--- config.mk ---
export PLATFORM = sky130hd
export DESIGN_NAME = spi_flash_frontend
export DESIGN_NICKNAME = d
export VERILOG_FILES = /design/src/rtl/flash_fe_pkg.sv /design/src/rtl/fe_pin_front.sv /design/src/rtl/fe_tx_shift.sv /design/src/rtl/fe_cmd_ctrl.sv /design/src/rtl/spi_flash_frontend.sv
export SDC_FILE = /design/constraint.sdc
export NUM_CORES = 1
export LEC_CHECK = 0
export BUFFER_PORTS_ARGS = -buffer_cell sky130_fd_sc_hd__buf_2
export CAP_MARGIN = 0
export CORE_UTILIZATION = 51
export DETAILED_ROUTE_END_ITERATION = 10
export GPL_TIMING_DRIVEN = 1
export PLACE_DENSITY = 0.81
export SLEW_MARGIN = 10
export SYNTH_ARGS = -nofsm -noshare
export SYNTH_HDL_FRONTEND = slang
export SYNTH_SLANG_ARGS = --single-unit
--- constraint.sdc ---
create_clock -name clk -period 2.24 [get_ports clk]
set_input_delay 0.448 -clock clk [delete_from_list [all_inputs] [get_ports clk]]
set_output_delay 0.448 -clock clk [all_outputs]
set_load 0.01 [all_outputs]
--- src/rtl/flash_fe_pkg.sv ---
package flash_fe_pkg;

    localparam logic [7:0] OP_WEN_SET  = 8'h06;
    localparam logic [7:0] OP_WEN_CLR  = 8'h04;
    localparam logic [7:0] OP_STAT_RD  = 8'h05;
    localparam logic [7:0] OP_STAT_WR  = 8'h01;
    localparam logic [7:0] OP_RD       = 8'h03;
    localparam logic [7:0] OP_RD_FAST  = 8'h0B;
    localparam logic [7:0] OP_PROG     = 8'h02;
    localparam logic [7:0] OP_SECT_ER  = 8'hD7;
    localparam logic [7:0] OP_BLK_ER   = 8'hD8;
    localparam logic [7:0] OP_CHIP_ER  = 8'hC7;
    localparam logic [7:0] OP_IDENT    = 8'hAB;

    localparam logic [7:0] IDENT_FIRST = 8'h9D;
    localparam logic [7:0] IDENT_LAST  = 8'h7F;

    typedef enum logic [2:0] {
        PH_OPCODE, PH_ADDR, PH_DUMMY, PH_DATA_IN, PH_STREAM, PH_ARMED, PH_MUTE
    } phase_e;

    typedef enum logic [1:0] {SRC_ARRAY, SRC_STATUS, SRC_IDENT} src_e;

    typedef enum logic [2:0] {
        K_NONE = 3'd0, K_WEN_SET = 3'd1, K_WEN_CLR = 3'd2, K_STAT_WR = 3'd3,
        K_PROGRAM = 3'd4, K_SECT_ER = 3'd5, K_BLK_ER = 3'd6, K_CHIP_ER = 3'd7
    } kind_e;

    typedef struct packed {
        logic rise;
        logic fall;
        logic sel_start;
        logic sel_end;
    } pin_ev_t;

    function automatic kind_e kind_of(input logic [7:0] op);
        case (op)
            OP_WEN_SET: return K_WEN_SET;
            OP_WEN_CLR: return K_WEN_CLR;
            OP_STAT_WR: return K_STAT_WR;
            OP_SECT_ER: return K_SECT_ER;
            OP_BLK_ER:  return K_BLK_ER;
            OP_CHIP_ER: return K_CHIP_ER;
            default:    return K_NONE;
        endcase
    endfunction

    function automatic logic [7:0] pick_out(input src_e src, input logic [1:0] idx,
                                            input logic [7:0] dev, input logic [7:0] stat,
                                            input logic [7:0] rdata);
        case (src)
            SRC_STATUS: return stat;
            SRC_IDENT:  return (idx == 2'd0) ? IDENT_FIRST : ((idx == 2'd1) ? dev : IDENT_LAST);
            default:    return rdata;
        endcase
    endfunction

endpackage

--- src/rtl/fe_pin_front.sv ---
module fe_pin_front
    import flash_fe_pkg::*;
(
    input  logic    clk,
    input  logic    rst,
    input  logic    cs_n_i,
    input  logic    sck_i,
    input  logic    hold_n_i,
    output pin_ev_t ev_o,
    output logic    held_o
);

    logic sck_q, cs_q, held_q;

    always_ff @(posedge clk) begin
        if (rst) begin
            sck_q  <= 1'b0;
            cs_q   <= 1'b1;
            held_q <= 1'b0;
        end else begin
            sck_q <= sck_i;
            cs_q  <= cs_n_i;
            // pause state only changes while the serial clock is low
            if (cs_n_i)
                held_q <= 1'b0;
            else if (!sck_i)
                held_q <= !hold_n_i;
        end
    end

    logic live;
    assign live           = !cs_n_i && !cs_q && !held_q;
    assign ev_o.rise      = live &&  sck_i && !sck_q;
    assign ev_o.fall      = live && !sck_i &&  sck_q;
    assign ev_o.sel_start = !cs_n_i &&  cs_q;
    assign ev_o.sel_end   =  cs_n_i && !cs_q;
    assign held_o         = held_q;

    p_hold_clear_at_select_r12: assert property (@(posedge clk) disable iff (rst)
        ev_o.sel_start |-> !held_q);

endmodule

--- src/rtl/fe_tx_shift.sv ---
module fe_tx_shift
    import flash_fe_pkg::*;
#(
    parameter logic [7:0] DEV_ID = 8'h7C
) (
    input  logic       clk,
    input  logic       rst,
    input  logic       load_i,
    input  logic       shift_i,
    input  logic       clear_i,
    input  src_e       src_i,
    input  logic [1:0] idx_i,
    input  logic [7:0] status_i,
    input  logic [7:0] rdata_i,
    input  logic       held_i,
    output logic       so_o,
    output logic       so_oe_o
);

    logic [7:0] sr;
    logic       driving;

    always_ff @(posedge clk) begin
        if (rst || clear_i) begin
            sr      <= '0;
            driving <= 1'b0;
        end else if (load_i) begin
            sr      <= pick_out(src_i, idx_i, DEV_ID, status_i, rdata_i);
            driving <= 1'b1;
        end else if (shift_i) begin
            sr <= {sr[6:0], 1'b0};
        end
    end

    assign so_o    = sr[7];
    assign so_oe_o = driving && !held_i;

    p_load_excludes_shift_r2: assert property (@(posedge clk) disable iff (rst)
        load_i |-> !shift_i);

endmodule

--- src/rtl/fe_cmd_ctrl.sv ---
module fe_cmd_ctrl
    import flash_fe_pkg::*;
#(
    parameter int ADDR_W = 17,
    parameter int PAGE_W = 8
) (
    input  logic              clk,
    input  logic              rst,
    input  pin_ev_t           ev_i,
    input  logic              si_i,
    input  logic              busy_i,
    output logic              tx_load_o,
    output logic              tx_shift_o,
    output logic              tx_clear_o,
    output src_e              src_o,
    output logic [1:0]        idx_o,
    output logic              rd_req_o,
    output logic [ADDR_W-1:0] rd_addr_o,
    output logic              wr_byte_valid_o,
    output logic [7:0]        wr_byte_o,
    output logic [ADDR_W-1:0] wr_addr_o,
    output logic              cmd_valid_o,
    output logic [2:0]        cmd_kind_o,
    output logic [ADDR_W-1:0] cmd_addr_o,
    output logic [7:0]        cmd_data_o
);

    phase_e            phase;
    src_e              src_q;
    kind_e             kind_q;
    logic [2:0]        bit_cnt;
    logic [1:0]        byte_cnt, out_idx;
    logic [7:0]        opcode, stat_q, wr_byte_q;
    logic [6:0]        in_sr;
    logic [ADDR_W-1:0] addr_q, wr_ptr, wr_addr_q;
    logic              got_byte, rd_req_q, wr_v_q, cmd_v_q;

    logic [7:0]        byte_full;
    logic [ADDR_W-1:0] addr_nx;
    assign byte_full = {in_sr, si_i};
    assign addr_nx   = {addr_q[ADDR_W-9:0], byte_full};

    always_ff @(posedge clk) begin
        rd_req_q <= 1'b0;
        wr_v_q   <= 1'b0;
        cmd_v_q  <= 1'b0;
        if (rst) begin
            phase    <= PH_OPCODE;
            src_q    <= SRC_ARRAY;
            kind_q   <= K_NONE;
            bit_cnt  <= '0;
            byte_cnt <= '0;
            out_idx  <= '0;
            opcode   <= '0;
            stat_q   <= '0;
            wr_byte_q <= '0;
            in_sr    <= '0;
            addr_q   <= '0;
            wr_ptr   <= '0;
            wr_addr_q <= '0;
            got_byte <= 1'b0;
        end else if (ev_i.sel_start || ev_i.sel_end) begin
            if (ev_i.sel_end && phase == PH_ARMED) begin
                cmd_v_q <= 1'b1;
                kind_q  <= kind_of(opcode);
            end else if (ev_i.sel_end && phase == PH_DATA_IN && opcode == OP_PROG
                         && bit_cnt == 3'd0 && got_byte) begin
                cmd_v_q <= 1'b1;
                kind_q  <= K_PROGRAM;
            end
            phase    <= PH_OPCODE;
            bit_cnt  <= '0;
            byte_cnt <= '0;
            out_idx  <= '0;
            got_byte <= 1'b0;
        end else if (ev_i.rise) begin
            in_sr   <= byte_full[6:0];
            bit_cnt <= bit_cnt + 3'd1;
            if (phase == PH_ARMED) begin
                phase <= PH_MUTE;   // trailing clocks cancel the command
            end else if (bit_cnt == 3'd7) begin
                case (phase)
                    PH_OPCODE: begin
                        opcode   <= byte_full;
                        byte_cnt <= '0;
                        if (busy_i && byte_full != OP_STAT_RD)
                            phase <= PH_MUTE;
                        else case (byte_full)
                            OP_WEN_SET, OP_WEN_CLR, OP_CHIP_ER: phase <= PH_ARMED;
                            OP_STAT_RD: begin phase <= PH_STREAM; src_q <= SRC_STATUS; end
                            OP_STAT_WR: phase <= PH_DATA_IN;
                            OP_RD, OP_RD_FAST, OP_PROG, OP_SECT_ER, OP_BLK_ER: phase <= PH_ADDR;
                            OP_IDENT:   phase <= PH_DUMMY;
                            default:    phase <= PH_MUTE;
                        endcase
                    end
                    PH_ADDR: begin
                        addr_q   <= addr_nx;
                        byte_cnt <= byte_cnt + 2'd1;
                        if (byte_cnt == 2'd2) begin
                            byte_cnt <= '0;
                            case (opcode)
                                OP_RD: begin
                                    phase    <= PH_STREAM;
                                    src_q    <= SRC_ARRAY;
                                    rd_req_q <= 1'b1;
                                end
                                OP_RD_FAST: phase <= PH_DUMMY;
                                OP_PROG: begin
                                    phase  <= PH_DATA_IN;
                                    wr_ptr <= addr_nx;
                                end
                                default: phase <= PH_ARMED;
                            endcase
                        end
                    end
                    PH_DUMMY: begin
                        byte_cnt <= byte_cnt + 2'd1;
                        if (opcode == OP_RD_FAST) begin
                            phase    <= PH_STREAM;
                            src_q    <= SRC_ARRAY;
                            rd_req_q <= 1'b1;
                        end else if (byte_cnt == 2'd2) begin
                            phase <= PH_STREAM;
                            src_q <= SRC_IDENT;
                        end
                    end
                    PH_DATA_IN: begin
                        if (opcode == OP_STAT_WR) begin
                            stat_q <= byte_full;
                            phase  <= PH_ARMED;
                        end else begin
                            wr_v_q    <= 1'b1;
                            wr_byte_q <= byte_full;
                            wr_addr_q <= wr_ptr;
                            wr_ptr[PAGE_W-1:0] <= wr_ptr[PAGE_W-1:0] + 1'b1;
                            got_byte  <= 1'b1;
                        end
                    end
                    PH_STREAM: begin
                        if (src_q == SRC_ARRAY) begin
                            addr_q   <= addr_q + 1'b1;
                            rd_req_q <= 1'b1;
                        end else if (src_q == SRC_IDENT && out_idx != 2'd2) begin
                            out_idx <= out_idx + 2'd1;
                        end
                    end
                    default: ;
                endcase
            end
        end
    end

    assign tx_load_o       = ev_i.fall && phase == PH_STREAM && bit_cnt == 3'd0;
    assign tx_shift_o      = ev_i.fall && phase == PH_STREAM && bit_cnt != 3'd0;
    assign tx_clear_o      = ev_i.sel_start || ev_i.sel_end;
    assign src_o           = src_q;
    assign idx_o           = out_idx;
    assign rd_req_o        = rd_req_q;
    assign rd_addr_o       = addr_q;
    assign wr_byte_valid_o = wr_v_q;
    assign wr_byte_o       = wr_byte_q;
    assign wr_addr_o       = wr_addr_q;
    assign cmd_valid_o     = cmd_v_q;
    assign cmd_kind_o      = kind_q;
    assign cmd_addr_o      = addr_q;
    assign cmd_data_o      = stat_q;

    p_single_strobe_r6: assert property (@(posedge clk) disable iff (rst)
        $onehot0({cmd_v_q, wr_v_q, rd_req_q}));
    p_kind_named_r6: assert property (@(posedge clk) disable iff (rst)
        cmd_v_q |-> kind_q != K_NONE);
    p_byte_spacing_r8: assert property (@(posedge clk) disable iff (rst)
        wr_v_q |=> !wr_v_q);
    p_page_kept_r8: assert property (@(posedge clk) disable iff (rst)
        wr_v_q |-> wr_addr_q[ADDR_W-1:PAGE_W] == addr_q[ADDR_W-1:PAGE_W]);

endmodule

--- src/rtl/spi_flash_frontend.sv ---
module spi_flash_frontend
    import flash_fe_pkg::*;
#(
    parameter int         ADDR_W = 17,
    parameter int         PAGE_W = 8,
    parameter logic [7:0] DEV_ID = 8'h7C
) (
    input  logic              clk,
    input  logic              rst,
    input  logic              cs_n_i,
    input  logic              sck_i,
    input  logic              si_i,
    input  logic              hold_n_i,
    output logic              so_o,
    output logic              so_oe_o,
    input  logic              busy_i,
    input  logic [7:0]        status_i,
    output logic              rd_req_o,
    output logic [ADDR_W-1:0] rd_addr_o,
    input  logic [7:0]        rd_data_i,
    output logic              wr_byte_valid_o,
    output logic [7:0]        wr_byte_o,
    output logic [ADDR_W-1:0] wr_addr_o,
    output logic              cmd_valid_o,
    output logic [2:0]        cmd_kind_o,
    output logic [ADDR_W-1:0] cmd_addr_o,
    output logic [7:0]        cmd_data_o
);

    pin_ev_t    ev;
    logic       held, tx_load, tx_shift, tx_clear;
    src_e       src;
    logic [1:0] idx;

    fe_pin_front u_pins (
        .clk      (clk),
        .rst      (rst),
        .cs_n_i   (cs_n_i),
        .sck_i    (sck_i),
        .hold_n_i (hold_n_i),
        .ev_o     (ev),
        .held_o   (held)
    );

    fe_cmd_ctrl #(.ADDR_W(ADDR_W), .PAGE_W(PAGE_W)) u_ctrl (
        .clk             (clk),
        .rst             (rst),
        .ev_i            (ev),
        .si_i            (si_i),
        .busy_i          (busy_i),
        .tx_load_o       (tx_load),
        .tx_shift_o      (tx_shift),
        .tx_clear_o      (tx_clear),
        .src_o           (src),
        .idx_o           (idx),
        .rd_req_o        (rd_req_o),
        .rd_addr_o       (rd_addr_o),
        .wr_byte_valid_o (wr_byte_valid_o),
        .wr_byte_o       (wr_byte_o),
        .wr_addr_o       (wr_addr_o),
        .cmd_valid_o     (cmd_valid_o),
        .cmd_kind_o      (cmd_kind_o),
        .cmd_addr_o      (cmd_addr_o),
        .cmd_data_o      (cmd_data_o)
    );

    fe_tx_shift #(.DEV_ID(DEV_ID)) u_tx (
        .clk      (clk),
        .rst      (rst),
        .load_i   (tx_load),
        .shift_i  (tx_shift),
        .clear_i  (tx_clear),
        .src_i    (src),
        .idx_i    (idx),
        .status_i (status_i),
        .rdata_i  (rd_data_i),
        .held_i   (held),
        .so_o     (so_o),
        .so_oe_o  (so_oe_o)
    );

    p_quiet_deselected_r1: assert property (@(posedge clk) disable iff (rst)
        (cs_n_i && $past(cs_n_i)) |-> !so_oe_o);

endmodule

==> results of run 1 <==
per-stage QoR:
stage          utilization  worst slack, ns  hold WS (ns)  instance area [sq um]
2_1_floorplan            -           0.0414         0.429                   6020
3_3_place_gp         0.597           -0.101         0.438                   6850
3_5_place_dp         0.597           -0.171         0.445                   6850
4_1_cts              0.649           0.0387         0.266                   7440
5_1_grt              0.653          0.00977         0.293                   7490
6_report             0.653           0.0614         0.281                   7490
layer usage:
metal  share of wire  up-vias
met1            0.44     2808
met5               0        -
met2            0.47      257
li1                -     2922
met3           0.076       32
met4           0.020        0
repair_timing:
item	in CTS	in global routing
hold buffers	0	0
setup endpoints to repair	7	14
gates resized for setup	1	8
pin swaps	0	0
buffers inserted	0	1
gates cloned	0	1
report_power, final:
part	leakage [nW]	switching, mW	internal (mW)	total (mW)
clock	0.278	1.05	1.59	2.64
combinational	1.68	0.0805	0.0455	0.126
sequential	0.911	0.00287	2.01	2.02
cell type report:
type | count | area, sq um
clock buffer | 18 | 439
clock inverter | 14 | 145
fill | 976 | 3980
inverter | 20 | 75.1
multi-input combinational | 560 | 3350
sequential | 113 | 2260
tap | 143 | 179
timing repair buffer | 160 | 1030
worst max-delay path: stages, from the launching register on:
cell and delay (ns):
dfxtp_1 0.31, or4_4 0.56, nor3_2 0.41, a21oi_4 0.17, or2_1 0.35, a31o_2 0.27
registers in the layout, indices dropped and copies added, names as in the netlist, 3 cells and up:
register,flops
u_ctrl.in_sr,7
u_ctrl.cmd_kind_o,3
u_ctrl.opcode,8
u_ctrl.wr_byte_o,8
u_ctrl.bit_cnt,3
u_ctrl.cmd_data_o,8
u_tx.sr,8
u_ctrl.phase,3
u_ctrl.cmd_addr_o,17
u_ctrl.wr_ptr,17
u_ctrl.wr_addr_o,17
worst max path at each step:
stage                                       start                                  to  slack, ns  cells past startpoint
detailed placement                         cs_n_i  u_ctrl.cmd_addr_o[12]$_SDFFE_PP0P_      -0.17                     10
finish              u_ctrl.opcode[3]$_SDFFE_PP0P_       u_ctrl.wr_ptr[1]$_SDFFE_PP0P_       0.06                      5
CTS                 u_ctrl.opcode[3]$_SDFFE_PP0P_       u_ctrl.wr_ptr[3]$_SDFFE_PP0P_       0.04                      6
global route        u_ctrl.opcode[3]$_SDFFE_PP0P_       u_ctrl.wr_ptr[6]$_SDFFE_PP0P_       0.01                      5
floorplan                                  cs_n_i   u_ctrl.cmd_data_o[3]$_SDFFE_PP0P_       0.04                      7
global placement                           cs_n_i  u_ctrl.cmd_addr_o[11]$_SDFFE_PP0P_      -0.10                     10
cells in the final DEF, fill, tap and decap left out, types with 7 or more instances in the layout:
cell | synthesis | final
inv_1 | 20 | 20
dfxtp_1 | 113 | 112
ha_1 | 17 | 17
a31oi_1 | 7 | 7
nand3_1 | 19 | 19
clkbuf_16 | 0 | 17
nor2b_1 | 12 | 12
a21oi_1 | 84 | 84
a211oi_1 | 19 | 19
buf_2 | 11 | 98
buf_4 | 17 | 55
nor2_1 | 72 | 72
a22oi_1 | 7 | 7
o31ai_1 | 8 | 8
nand2_1 | 121 | 121
nor3_1 | 19 | 19
mux2i_1 | 22 | 22
nand2b_1 | 13 | 12
o21ai_0 | 27 | 27
nor4_1 | 8 | 7
cells by family after synthesis:
family	synth area share
multiplexers	0.0366
buffers and inverters	0.0740
AO/OA/AOI/OAI	0.205
AND/OR/NAND/NOR	0.269
flip-flops	0.376
adder cells (fa/ha/maj)	0.0353
XOR/XNOR	0.00437
==> flow_results.xml, run 1 <==
<?xml version="1.0" encoding="UTF-8"?>
<metrics>
  <group name="yosys">
    <metric name="synth.distinct_cells" unit="">70</metric>
    <metric name="syn-instance-count" unit="">769</metric>
    <metric name="yosys_register_bits" unit="">113</metric>
    <metric name="synth.cell_area" unit="sq mm">0.00602</metric>
    <metric name="synth-warning-count" unit="">0</metric>
    <metric name="number_of_synthesized_flops_with_an_enable_pin" unit="">0</metric>
    <metric name="yosysTopAreaCell" unit="">dfxtp_1</metric>
    <metric name="post-synth-top-count-cell" unit="">nand2_1</metric>
    <metric name="synth-main-ff-cell" unit="">dfxtp_1</metric>
    <metric name="yosysSeqAreaShare" unit="">0.376</metric>
    <metric name="postSynth.asyncResetShare" unit="">0</metric>
    <metric name="top_cells_by_area_synth" unit="">dfxtp_1 38%, nand2_1 7.5%, a21oi_1 7.0%</metric>
    <metric name="synth.cells.most_frequent" unit="">121 x nand2_1, 113 x dfxtp_1, 84 x a21oi_1</metric>
    <metric name="synth.net_count" unit="">809</metric>
    <metric name="synthesis.area_per_instance" unit="sq um">7.82</metric>
    <metric name="synth_largest_type_area_fraction" unit="">0.376</metric>
  </group>
  <group name="sta">
    <metric name="fin_setup_tns" unit="ns">0</metric>
    <metric name="hold_viol_final" unit="">0</metric>
    <metric name="maxClockFrequency" unit="MHz">459</metric>
    <metric name="final_min_period_over_clock_period" unit="">0.973</metric>
    <metric name="worst-slew-pin-transition" unit="ns">0.646</metric>
    <metric name="finalCriticalPeriod" unit="ns">2.18</metric>
    <metric name="clock_skew" unit="ns">0.00818</metric>
    <metric name="timing.final.max_slew_violations" unit="">0</metric>
    <metric name="max_slew_margin" unit="">0.568</metric>
    <metric name="setup_violations" unit="">0</metric>
    <metric name="rsz0062_at_grt" unit="">false</metric>
  </group>
  <group name="global_routing">
    <metric name="number_of_antenna_violations_at_the_first_check_in_global_routing" unit="">0</metric>
    <metric name="busiest_layer" unit="">met2</metric>
    <metric name="grt.total_usage" unit="">0.264</metric>
    <metric name="maximum_number_of_pins_on_one_net_before_global_route_repair" unit="">85</metric>
    <metric name="first_global_vias" unit="">5442</metric>
    <metric name="grt_pass1_wl" unit="microns">26400</metric>
    <metric name="global_route.usage.met2" unit="">0.418</metric>
    <metric name="grt_overflow_total" unit="">0</metric>
    <metric name="globalRouteMet1Util" unit="">0.344</metric>
    <metric name="gr-usage-met3" unit="">0.0697</metric>
  </group>
  <group name="placed_design">
    <metric name="detailed_place_hpwl" unit="microns">10700</metric>
    <metric name="gp_routability_congestion" unit="">0.928</metric>
    <metric name="place.detailed.instances" unit="">994</metric>
    <metric name="io_buffer_count" unit="">97</metric>
  </group>
  <group name="power_and_ir_drop">
    <metric name="max-vdd-ir-drop" unit="V">0.000651</metric>
    <metric name="powerDensity" unit="mW/mm^2">639</metric>
    <metric name="post-layout-total-power" unit="mW">4.78</metric>
    <metric name="power.leakage" unit="nW">2.87</metric>
  </group>
  <group name="routing">
    <metric name="via_count" unit="">6019</metric>
    <metric name="post_drt_wl_per_cell" unit="microns">15.7</metric>
    <metric name="drt_drc_violations_left" unit="">0</metric>
    <metric name="detail_route.wirelength" unit="microns">16200</metric>
    <metric name="drt.antenna.violating_nets" unit="">0</metric>
    <metric name="iteration_0_drc_markers" unit="">431</metric>
    <metric name="drt_first_pass_iters" unit="">5</metric>
    <metric name="route.detailed.vias_per_inst" unit="">5.86</metric>
  </group>
  <group name="final_layout">
    <metric name="share_of_post_route_cells_with_drive_strength_above_1" unit="">0.240</metric>
    <metric name="synthToLayoutAreaGrowth" unit="%">24.5</metric>
    <metric name="finalNetCount" unit="">912</metric>
    <metric name="layout.cells.non_filler" unit="">1028</metric>
    <metric name="diodes" unit="">0</metric>
  </group>
  <group name="hold_path">
    <metric name="hold_depth" unit="">3</metric>
    <metric name="min_path_type" unit="">in -&gt; reg</metric>
    <metric name="timing.hold.worst_endpoint" unit="">u_pins.cs_q$_SDFF_PP1_</metric>
    <metric name="hp-start" unit="">cs_n_i</metric>
  </group>
  <group name="clock_tree">
    <metric name="clk_latency" unit="ns">0.42</metric>
    <metric name="cts_made_buffers" unit="">17</metric>
    <metric name="clkTransAtPathRegs" unit="ns">0.06</metric>
    <metric name="root_buffer" unit="">clkbuf_16</metric>
    <metric name="tritoncts_clock_tree" unit="">done</metric>
    <metric name="cts_max_level" unit="">4</metric>
    <metric name="clkSinkCount" unit="">113</metric>
    <metric name="cts_buffer_depth" unit="">2</metric>
  </group>
  <group name="worst_setup_path">
    <metric name="critical_path.endpoint_type" unit="">register</metric>
    <metric name="cp.required" unit="ns">2.54</metric>
    <metric name="path_max_fanout" unit="">10</metric>
    <metric name="setup.reg_to_reg.worst_slack" unit="ns">0.06</metric>
    <metric name="critPathLaunchType" unit="">register</metric>
    <metric name="worst-endpoint-arrival" unit="ns">2.48</metric>
    <metric name="worstReg2RegEnd" unit="">u_ctrl.wr_ptr[1]$_SDFFE_PP0P_</metric>
    <metric name="critical_path_class" unit="">reg -&gt; reg</metric>
    <metric name="worst-r2r-cell-count" unit="">5</metric>
    <metric name="startpoint_of_the_worst_slack_reg_to_reg_timing_path" unit="">u_ctrl.opcode[3]$_SDFFE_PP0P_</metric>
  </group>
  <group name="floorplan">
    <metric name="floorplan.die.height" unit="microns">111</metric>
    <metric name="placement_rows" unit="">39</metric>
    <metric name="die-area" unit="sq mm">0.0122</metric>
    <metric name="pin_count" unit="">98</metric>
    <metric name="core-area" unit="sq mm">0.0115</metric>
    <metric name="initial_standard_cell_utilization_of_the_core" unit="">0.525</metric>
    <metric name="die-width" unit="microns">111</metric>
  </group>
  <group name="run_status">
    <metric name="run_status" unit="">completed</metric>
  </group>
  <group name="flow_run">
    <metric name="cap_viol_max_count" unit="">0</metric>
  </group>
</metrics>
Power figures use the tool's default switching activity.
==> run 2, diff against run 1 <==
--- a/config.mk
+++ b/config.mk
@@ -7,6 +7,7 @@
 export LEC_CHECK = 0
 export BUFFER_PORTS_ARGS = -buffer_cell sky130_fd_sc_hd__buf_2
 export CAP_MARGIN = 0
+export CORE_ASPECT_RATIO = 1.2
 export CORE_UTILIZATION = 51
 export DETAILED_ROUTE_END_ITERATION = 10
 export GPL_TIMING_DRIVEN = 1
==> run 2 against run 1 <==
Against the previous run:
- clock power down 3%
- register-to-register slack better by 0.04 ns
- hold slack better by 0.0085 ns
- global-route usage down 0.39 points
- wire length down 2.5%
- setup slack better by 0.036 ns
- sequential power about the same
- fmax up 1.7%
- first-iteration DRC count down 22%
- non-clock buffer count down 6
- design area down 1.2%
- via count down 1.3%
==> flow_results.xml, run 2 (synthesis gave the netlist of run 1 again) <==
<?xml version="1.0" encoding="UTF-8"?>
<metrics>
  <group name="run_status">
    <metric name="run_status" unit="">completed</metric>
  </group>
  <group name="final_layout">
    <metric name="diodes" unit="">0</metric>
    <metric name="share_of_post_route_cells_with_drive_strength_above_1" unit="">0.231</metric>
    <metric name="num-fill-cells" unit="">1003</metric>
    <metric name="synthToLayoutAreaGrowth" unit="%">22.9</metric>
    <metric name="mostFrequentLayoutCell" unit="">nand2_1</metric>
    <metric name="finalNetCount" unit="">906</metric>
    <metric name="commonest_cells_after_routing_fill_and_taps_aside" unit="">121 x nand2_1, 113 x dfxtp_1, 97 x buf_2</metric>
    <metric name="multiInputGateArea" unit="sq mm">0.00333</metric>
    <metric name="design_area" unit="sq mm">0.00740</metric>
    <metric name="regArea" unit="sq mm">0.00226</metric>
  </group>
  <group name="sta">
    <metric name="setup_violations" unit="">0</metric>
    <metric name="fin_ws" unit="ns">0.0974</metric>
    <metric name="holdWs" unit="ns">0.290</metric>
    <metric name="max_slew_margin" unit="">0.670</metric>
    <metric name="hold_viol_final" unit="">0</metric>
    <metric name="clock_skew" unit="ns">0.00911</metric>
    <metric name="final_min_period_over_clock_period" unit="">0.957</metric>
    <metric name="rsz0062_at_grt" unit="">false</metric>
    <metric name="maxClockFrequency" unit="MHz">467</metric>
    <metric name="finalCriticalPeriod" unit="ns">2.14</metric>
    <metric name="timing.final.max_slew_violations" unit="">0</metric>
    <metric name="worst-slew-pin-transition" unit="ns">0.490</metric>
  </group>
  <group name="worst_setup_path">
    <metric name="path_max_fanout" unit="">6</metric>
    <metric name="critical_path.endpoint_type" unit="">register</metric>
    <metric name="critical_path_class" unit="">reg -&gt; reg</metric>
    <metric name="cp.required" unit="ns">2.59</metric>
    <metric name="worst-endpoint-arrival" unit="ns">2.49</metric>
    <metric name="path_cells" unit="">or4_1, nor4_1, o2111ai_1, or2_2, a21oi_1</metric>
    <metric name="cpPeakStageDelay" unit="ns">0.62</metric>
    <metric name="critPathLaunchType" unit="">register</metric>
    <metric name="critPathSlowestCell" unit="">or4_1</metric>
  </group>
  <group name="routing">
    <metric name="via_count" unit="">5941</metric>
    <metric name="route.detailed.vias_per_inst" unit="">5.73</metric>
    <metric name="route.layer.met1.wl" unit="microns">6650</metric>
    <metric name="drt_drc_violations_left" unit="">0</metric>
    <metric name="dr_wl_met3" unit="microns">857</metric>
    <metric name="post_drt_wl_per_cell" unit="microns">15.2</metric>
    <metric name="drt.antenna.violating_nets" unit="">0</metric>
    <metric name="detail_route.wirelength" unit="microns">15800</metric>
    <metric name="met2WireLength" unit="microns">7840</metric>
    <metric name="routed.top_layer" unit="">met4</metric>
    <metric name="iteration_0_drc_markers" unit="">337</metric>
    <metric name="drt_first_pass_iters" unit="">5</metric>
  </group>
  <group name="floorplan">
    <metric name="pin_count" unit="">98</metric>
    <metric name="core-area" unit="sq mm">0.0115</metric>
    <metric name="floorplan.die.height" unit="microns">121</metric>
    <metric name="placement_rows" unit="">43</metric>
    <metric name="die-width" unit="microns">101</metric>
    <metric name="die-area" unit="sq mm">0.0122</metric>
    <metric name="initial_standard_cell_utilization_of_the_core" unit="">0.523</metric>
  </group>
  <group name="clock_tree">
    <metric name="clkTransAtPathRegs" unit="ns">0.06</metric>
    <metric name="cts_hold_repair.buffers" unit="">0</metric>
    <metric name="root_buffer" unit="">clkbuf_16</metric>
    <metric name="clkSinkCount" unit="">113</metric>
    <metric name="cts_made_buffers" unit="">17</metric>
    <metric name="cts_buffer_depth" unit="">2</metric>
    <metric name="cts_max_level" unit="">4</metric>
    <metric name="tritoncts_clock_tree" unit="">done</metric>
    <metric name="clk_latency" unit="ns">0.42</metric>
  </group>
  <group name="global_routing">
    <metric name="first_global_vias" unit="">5243</metric>
    <metric name="grt_pass1_wl" unit="microns">25000</metric>
    <metric name="grt_overflow_total" unit="">0</metric>
    <metric name="number_of_antenna_violations_at_the_first_check_in_global_routing" unit="">0</metric>
    <metric name="grt.total_usage" unit="">0.260</metric>
    <metric name="maximum_number_of_pins_on_one_net_before_global_route_repair" unit="">37</metric>
  </group>
  <group name="placed_design">
    <metric name="dpl-instance-area" unit="sq mm">0.00680</metric>
    <metric name="gp_routability_congestion" unit="">0.947</metric>
    <metric name="detailed_place_hpwl" unit="microns">10700</metric>
    <metric name="io_buffer_count" unit="">97</metric>
    <metric name="placement.setup.worst_slack" unit="ns">-0.0342</metric>
  </group>
  <group name="power_and_ir_drop">
    <metric name="power.leakage" unit="nW">2.82</metric>
    <metric name="powerDensity" unit="mW/mm^2">638</metric>
    <metric name="max-vdd-ir-drop" unit="V">0.000489</metric>
  </group>
  <group name="flow_run">
    <metric name="cap_viol_max_count" unit="">0</metric>
  </group>
  <group name="hold_path">
    <metric name="min_path_type" unit="">in -&gt; reg</metric>
  </group>
</metrics>
## run 2: per-layer routing
| metal | global-route usage | vias up |
|---|---|---|
| li1 | - | 2908 |
| met2 | 0.446 | 201 |
| met5 | 0 | - |
| met1 | 0.309 | 2797 |
| met3 | 0.0524 | 35 |
| met4 | 0.120 | 0 |
## run 2: stage by stage
step	setup TNS (ns)	instances	power, mW	utilization
floorplan	0	769	2.13	-
global placement	-0.111	1002	2.18	0.590
detailed placement	-0.209	1002	2.18	0.590
CTS	0	1036	4.74	0.641
global route	0	1036	4.83	0.642
finish	0	1036	4.72	0.642
## run 2: worst max-delay path, delay by kind of cell (launching register included)
kind / cells / cell delay (ns)
and+or+nand+nor: 3 / 1.38
AOI/OAI and AO/OA: 2 / 0.39
DFF: 1 / 0.30
## run 2: final timing paths
check	from	to	slack, ns	depth (start not counted)
worst max-delay path	u_ctrl.in_sr[6]$_SDFFE_PP0P_	u_ctrl.src_o[0]$_SDFFE_PP0P_	0.1	5
worst min-delay path	cs_n_i	u_pins.cs_q$_SDFF_PP1_	0.29	3
worst max register to register	u_ctrl.in_sr[6]$_SDFFE_PP0P_	u_ctrl.src_o[0]$_SDFFE_PP0P_	0.1	5
worst min register to register	u_ctrl.wr_addr_o[5]$_SDFFE_PP0P_	u_ctrl.wr_addr_o[5]$_SDFFE_PP0P_	0.45	2
## run 2: what timing repair did
| item | CTS | global route |
|---|---|---|
| endpoints found under the setup margin | 3 | 9 |
| pin swaps | 0 | 0 |
| setup buffers | 2 | 0 |
| resized for setup | 0 | 3 |
| hold endpoints to repair | 0 | 0 |
## run 2: final cells by class
cell class                 instances  area share
clock buffer                      17      0.0575
timing repair buffer             154       0.130
multi-input combinational        560       0.450
inverter                          20      0.0101
sequential                       113       0.306
clock inverter                    15      0.0198
tap                              157      0.0266
## run 2: where the power goes
part | switching [mW] | total [mW] | leakage [nW] | internal, mW
sequential | 0.00310 | 2.02 | 0.910 | 2.01
combinational | 0.0818 | 0.126 | 1.63 | 0.0440
clock | 1.03 | 2.57 | 0.276 | 1.55
==> run 3, diff against run 2 <==
--- a/config.mk
+++ b/config.mk
@@ -5,6 +5,7 @@
 export SDC_FILE = /design/constraint.sdc
 export NUM_CORES = 1
 export LEC_CHECK = 0
+export ABC_AREA = 1
 export BUFFER_PORTS_ARGS = -buffer_cell sky130_fd_sc_hd__buf_2
 export CAP_MARGIN = 0
 export CORE_ASPECT_RATIO = 1.2
==> run 3 against run 2 <==
Against the previous run:
- fmax grew 7.8%
- register-to-register slack better by 0.16 ns
- wire length shrank 7.2%
- sequential share of layout area up 2.2 points
- highest routed layer unchanged
- total power is 1.7% higher
- critical path type unchanged
- synthesized area decreased by 3.2%
- flip-flop and latch count did not move
==> flow_results.xml, run 3 <==
<?xml version="1.0" encoding="UTF-8"?>
<metrics>
  <group name="run_status">
    <metric name="run_status" unit="">completed</metric>
  </group>
  <group name="hold_path">
    <metric name="hold_depth" unit="">2</metric>
    <metric name="min_path_type" unit="">in -&gt; reg</metric>
  </group>
  <group name="power_and_ir_drop">
    <metric name="powerDensity" unit="mW/mm^2">694</metric>
    <metric name="post-layout-total-power" unit="mW">4.80</metric>
    <metric name="max-vdd-ir-drop" unit="V">0.000459</metric>
    <metric name="power.leakage" unit="nW">3.02</metric>
  </group>
  <group name="routing">
    <metric name="detail_route.wirelength" unit="microns">14600</metric>
    <metric name="post_drt_wl_per_cell" unit="microns">13.6</metric>
    <metric name="drt_drc_violations_left" unit="">0</metric>
    <metric name="drt.antenna.violating_nets" unit="">0</metric>
    <metric name="drt_first_pass_iters" unit="">5</metric>
    <metric name="iteration_0_drc_markers" unit="">319</metric>
    <metric name="route.detailed.vias_per_inst" unit="">5.38</metric>
    <metric name="via_count" unit="">5787</metric>
  </group>
  <group name="global_routing">
    <metric name="number_of_antenna_violations_at_the_first_check_in_global_routing" unit="">0</metric>
    <metric name="maximum_number_of_pins_on_one_net_before_global_route_repair" unit="">44</metric>
    <metric name="grt.total_usage" unit="">0.252</metric>
    <metric name="grt_pass1_wl" unit="microns">23800</metric>
    <metric name="grt_overflow_total" unit="">0</metric>
    <metric name="first_global_vias" unit="">5186</metric>
  </group>
  <group name="final_layout">
    <metric name="finalCoreUtilization" unit="">0.623</metric>
    <metric name="finalNetCount" unit="">948</metric>
    <metric name="num-fill-cells" unit="">1010</metric>
    <metric name="diodes" unit="">0</metric>
    <metric name="mostFrequentLayoutCell" unit="">nand2_1</metric>
    <metric name="commonest_cells_after_routing_fill_and_taps_aside" unit="">133 x nand2_1, 113 x dfxtp_1, 106 x a21oi_1</metric>
    <metric name="layout.cells.non_filler" unit="">1075</metric>
    <metric name="multiInputGateArea" unit="sq mm">0.00293</metric>
    <metric name="regArea" unit="sq mm">0.00226</metric>
    <metric name="share_of_post_route_cells_with_drive_strength_above_1" unit="">0.192</metric>
    <metric name="synthToLayoutAreaGrowth" unit="%">18.6</metric>
  </group>
  <group name="yosys">
    <metric name="top_cells_by_area_synth" unit="">dfxtp_1 39%, a21oi_1 9.1%, nand2_1 8.6%</metric>
    <metric name="post-synth-top-count-cell" unit="">nand2_1</metric>
    <metric name="synth.cells.most_frequent" unit="">133 x nand2_1, 113 x dfxtp_1, 106 x a21oi_1</metric>
    <metric name="yosysTopAreaCell" unit="">dfxtp_1</metric>
    <metric name="synth-warning-count" unit="">0</metric>
    <metric name="synth.distinct_cells" unit="">42</metric>
    <metric name="synth.cell_area" unit="sq mm">0.00582</metric>
    <metric name="synth_largest_type_area_fraction" unit="">0.388</metric>
    <metric name="yosysSeqAreaShare" unit="">0.388</metric>
    <metric name="synth.net_count" unit="">867</metric>
    <metric name="yosys_register_bits" unit="">113</metric>
    <metric name="syn-instance-count" unit="">827</metric>
    <metric name="synthesis.area_per_instance" unit="sq um">7.04</metric>
    <metric name="postSynth.asyncResetShare" unit="">0</metric>
    <metric name="synth-main-ff-cell" unit="">dfxtp_1</metric>
    <metric name="number_of_synthesized_flops_with_an_enable_pin" unit="">0</metric>
  </group>
  <group name="sta">
    <metric name="timing.final.max_slew_violations" unit="">0</metric>
    <metric name="maxClockFrequency" unit="MHz">503</metric>
    <metric name="finalCriticalPeriod" unit="ns">1.99</metric>
    <metric name="worst-slew-pin-transition" unit="ns">0.439</metric>
    <metric name="max_slew_margin" unit="">0.705</metric>
    <metric name="clock_skew" unit="ns">0.00762</metric>
    <metric name="setup_violations" unit="">0</metric>
    <metric name="hold_viol_final" unit="">0</metric>
    <metric name="final_min_period_over_clock_period" unit="">0.887</metric>
    <metric name="rsz0062_at_grt" unit="">false</metric>
    <metric name="fin_setup_tns" unit="ns">0</metric>
  </group>
  <group name="placed_design">
    <metric name="io_buffer_count" unit="">97</metric>
    <metric name="gp_routability_congestion" unit="">0.923</metric>
    <metric name="place.detailed.instances" unit="">1043</metric>
    <metric name="detailed_place_hpwl" unit="microns">10200</metric>
  </group>
  <group name="clock_tree">
    <metric name="cts_setup_buffers" unit="">0</metric>
    <metric name="cts_buffer_depth" unit="">2</metric>
    <metric name="clk_latency" unit="ns">0.42</metric>
    <metric name="root_buffer" unit="">clkbuf_16</metric>
    <metric name="cts_made_buffers" unit="">17</metric>
    <metric name="cts_max_level" unit="">4</metric>
    <metric name="clkTransAtPathRegs" unit="ns">0.06</metric>
    <metric name="tritoncts_clock_tree" unit="">done</metric>
    <metric name="cts_hold_repair.buffers" unit="">0</metric>
    <metric name="clkSinkCount" unit="">113</metric>
    <metric name="postCtsResizedCells" unit="">0</metric>
  </group>
  <group name="worst_setup_path">
    <metric name="critical_path.endpoint_type" unit="">register</metric>
    <metric name="path_max_fanout" unit="">15</metric>
    <metric name="worst-r2r-cell-count" unit="">10</metric>
    <metric name="cp.required" unit="ns">2.54</metric>
    <metric name="worst-endpoint-arrival" unit="ns">2.29</metric>
    <metric name="critical_path_class" unit="">reg -&gt; reg</metric>
    <metric name="critPathLaunchType" unit="">register</metric>
  </group>
  <group name="floorplan">
    <metric name="die-area" unit="sq mm">0.0119</metric>
    <metric name="initial_standard_cell_utilization_of_the_core" unit="">0.525</metric>
    <metric name="die-width" unit="microns">99.6</metric>
    <metric name="pin_count" unit="">98</metric>
    <metric name="floorplan.die.height" unit="microns">119</metric>
    <metric name="placement_rows" unit="">42</metric>
    <metric name="core-area" unit="sq mm">0.0111</metric>
  </group>
  <group name="flow_run">
    <metric name="cap_viol_max_count" unit="">0</metric>
  </group>
</metrics>
run 3: per-layer routing:
metal / routed length, microns / part of all wire / track usage
met4: 306 / 0.021 / 0.108
met5: 0 / 0 / 0
met2: 7410 / 0.51 / 0.438
met3: 807 / 0.055 / 0.0481
met1: 6110 / 0.42 / 0.301
run 3: kinds of logic after synthesis:
logic type / share of synthesized area
buffers and inverters: 0.109
AND/OR/NAND/NOR: 0.247
XOR/XNOR: 0.00451
adder cells (fa/ha/maj): 0.0365
flip-flops: 0.388
AO/OA/AOI/OAI: 0.214
run 3: report_power, final:
part           total [mW]  switching (mW)  internal [mW]
Combinational       0.143          0.0932         0.0497
Clock                2.63            1.03           1.60
Sequential           2.02         0.00615           2.02
run 3: layout make-up:
type	instances	share of cell area
tap	154	0.0279
multi-input combinational	572	0.424
clock buffer	19	0.0656
timing repair buffer	111	0.0855
sequential	113	0.327
clock inverter	13	0.0188
inverter	93	0.0507
run 3: metrics by stage:
| step | cell area, sq um | hold WS [ns] | setup WS [ns] |
|---|---|---|---|
| after floorplan | 5820 | 0.436 | 0.413 |
| after global placement | 6330 | 0.449 | 0.131 |
| after detailed placement | 6330 | 0.448 | 0.0613 |
| after CTS | 6910 | 0.204 | 0.250 |
| after global routing | 6910 | 0.213 | 0.0900 |
| final | 6910 | 0.214 | 0.252 |
run 3: critical path, stage by stage, from the launching register on:
cell and delay, ns:
dfxtp_1 0.31, inv_1 0.07, nand2_1 0.10, nor2_4 0.20, nand3_2 0.20, nand2_2 0.33
nand2_1 0.15, nand3_4 0.16, inv_2 0.10, o21ai_0 0.18, a21oi_1 0.07
run 3: worst paths after layout:
path | startpoint | endpoint | slack [ns]
max | u_ctrl.opcode[4]$_SDFFE_PP0P_ | u_ctrl.wr_ptr[6]$_SDFFE_PP0P_ | 0.25
min | hold_n_i | u_pins.held_o$_SDFFE_PP0N_ | 0.21
max reg2reg | u_ctrl.opcode[4]$_SDFFE_PP0P_ | u_ctrl.wr_ptr[6]$_SDFFE_PP0P_ | 0.25
min reg2reg | u_ctrl.got_byte$_SDFFE_PP0P_ | u_ctrl.got_byte$_SDFFE_PP0P_ | 0.46
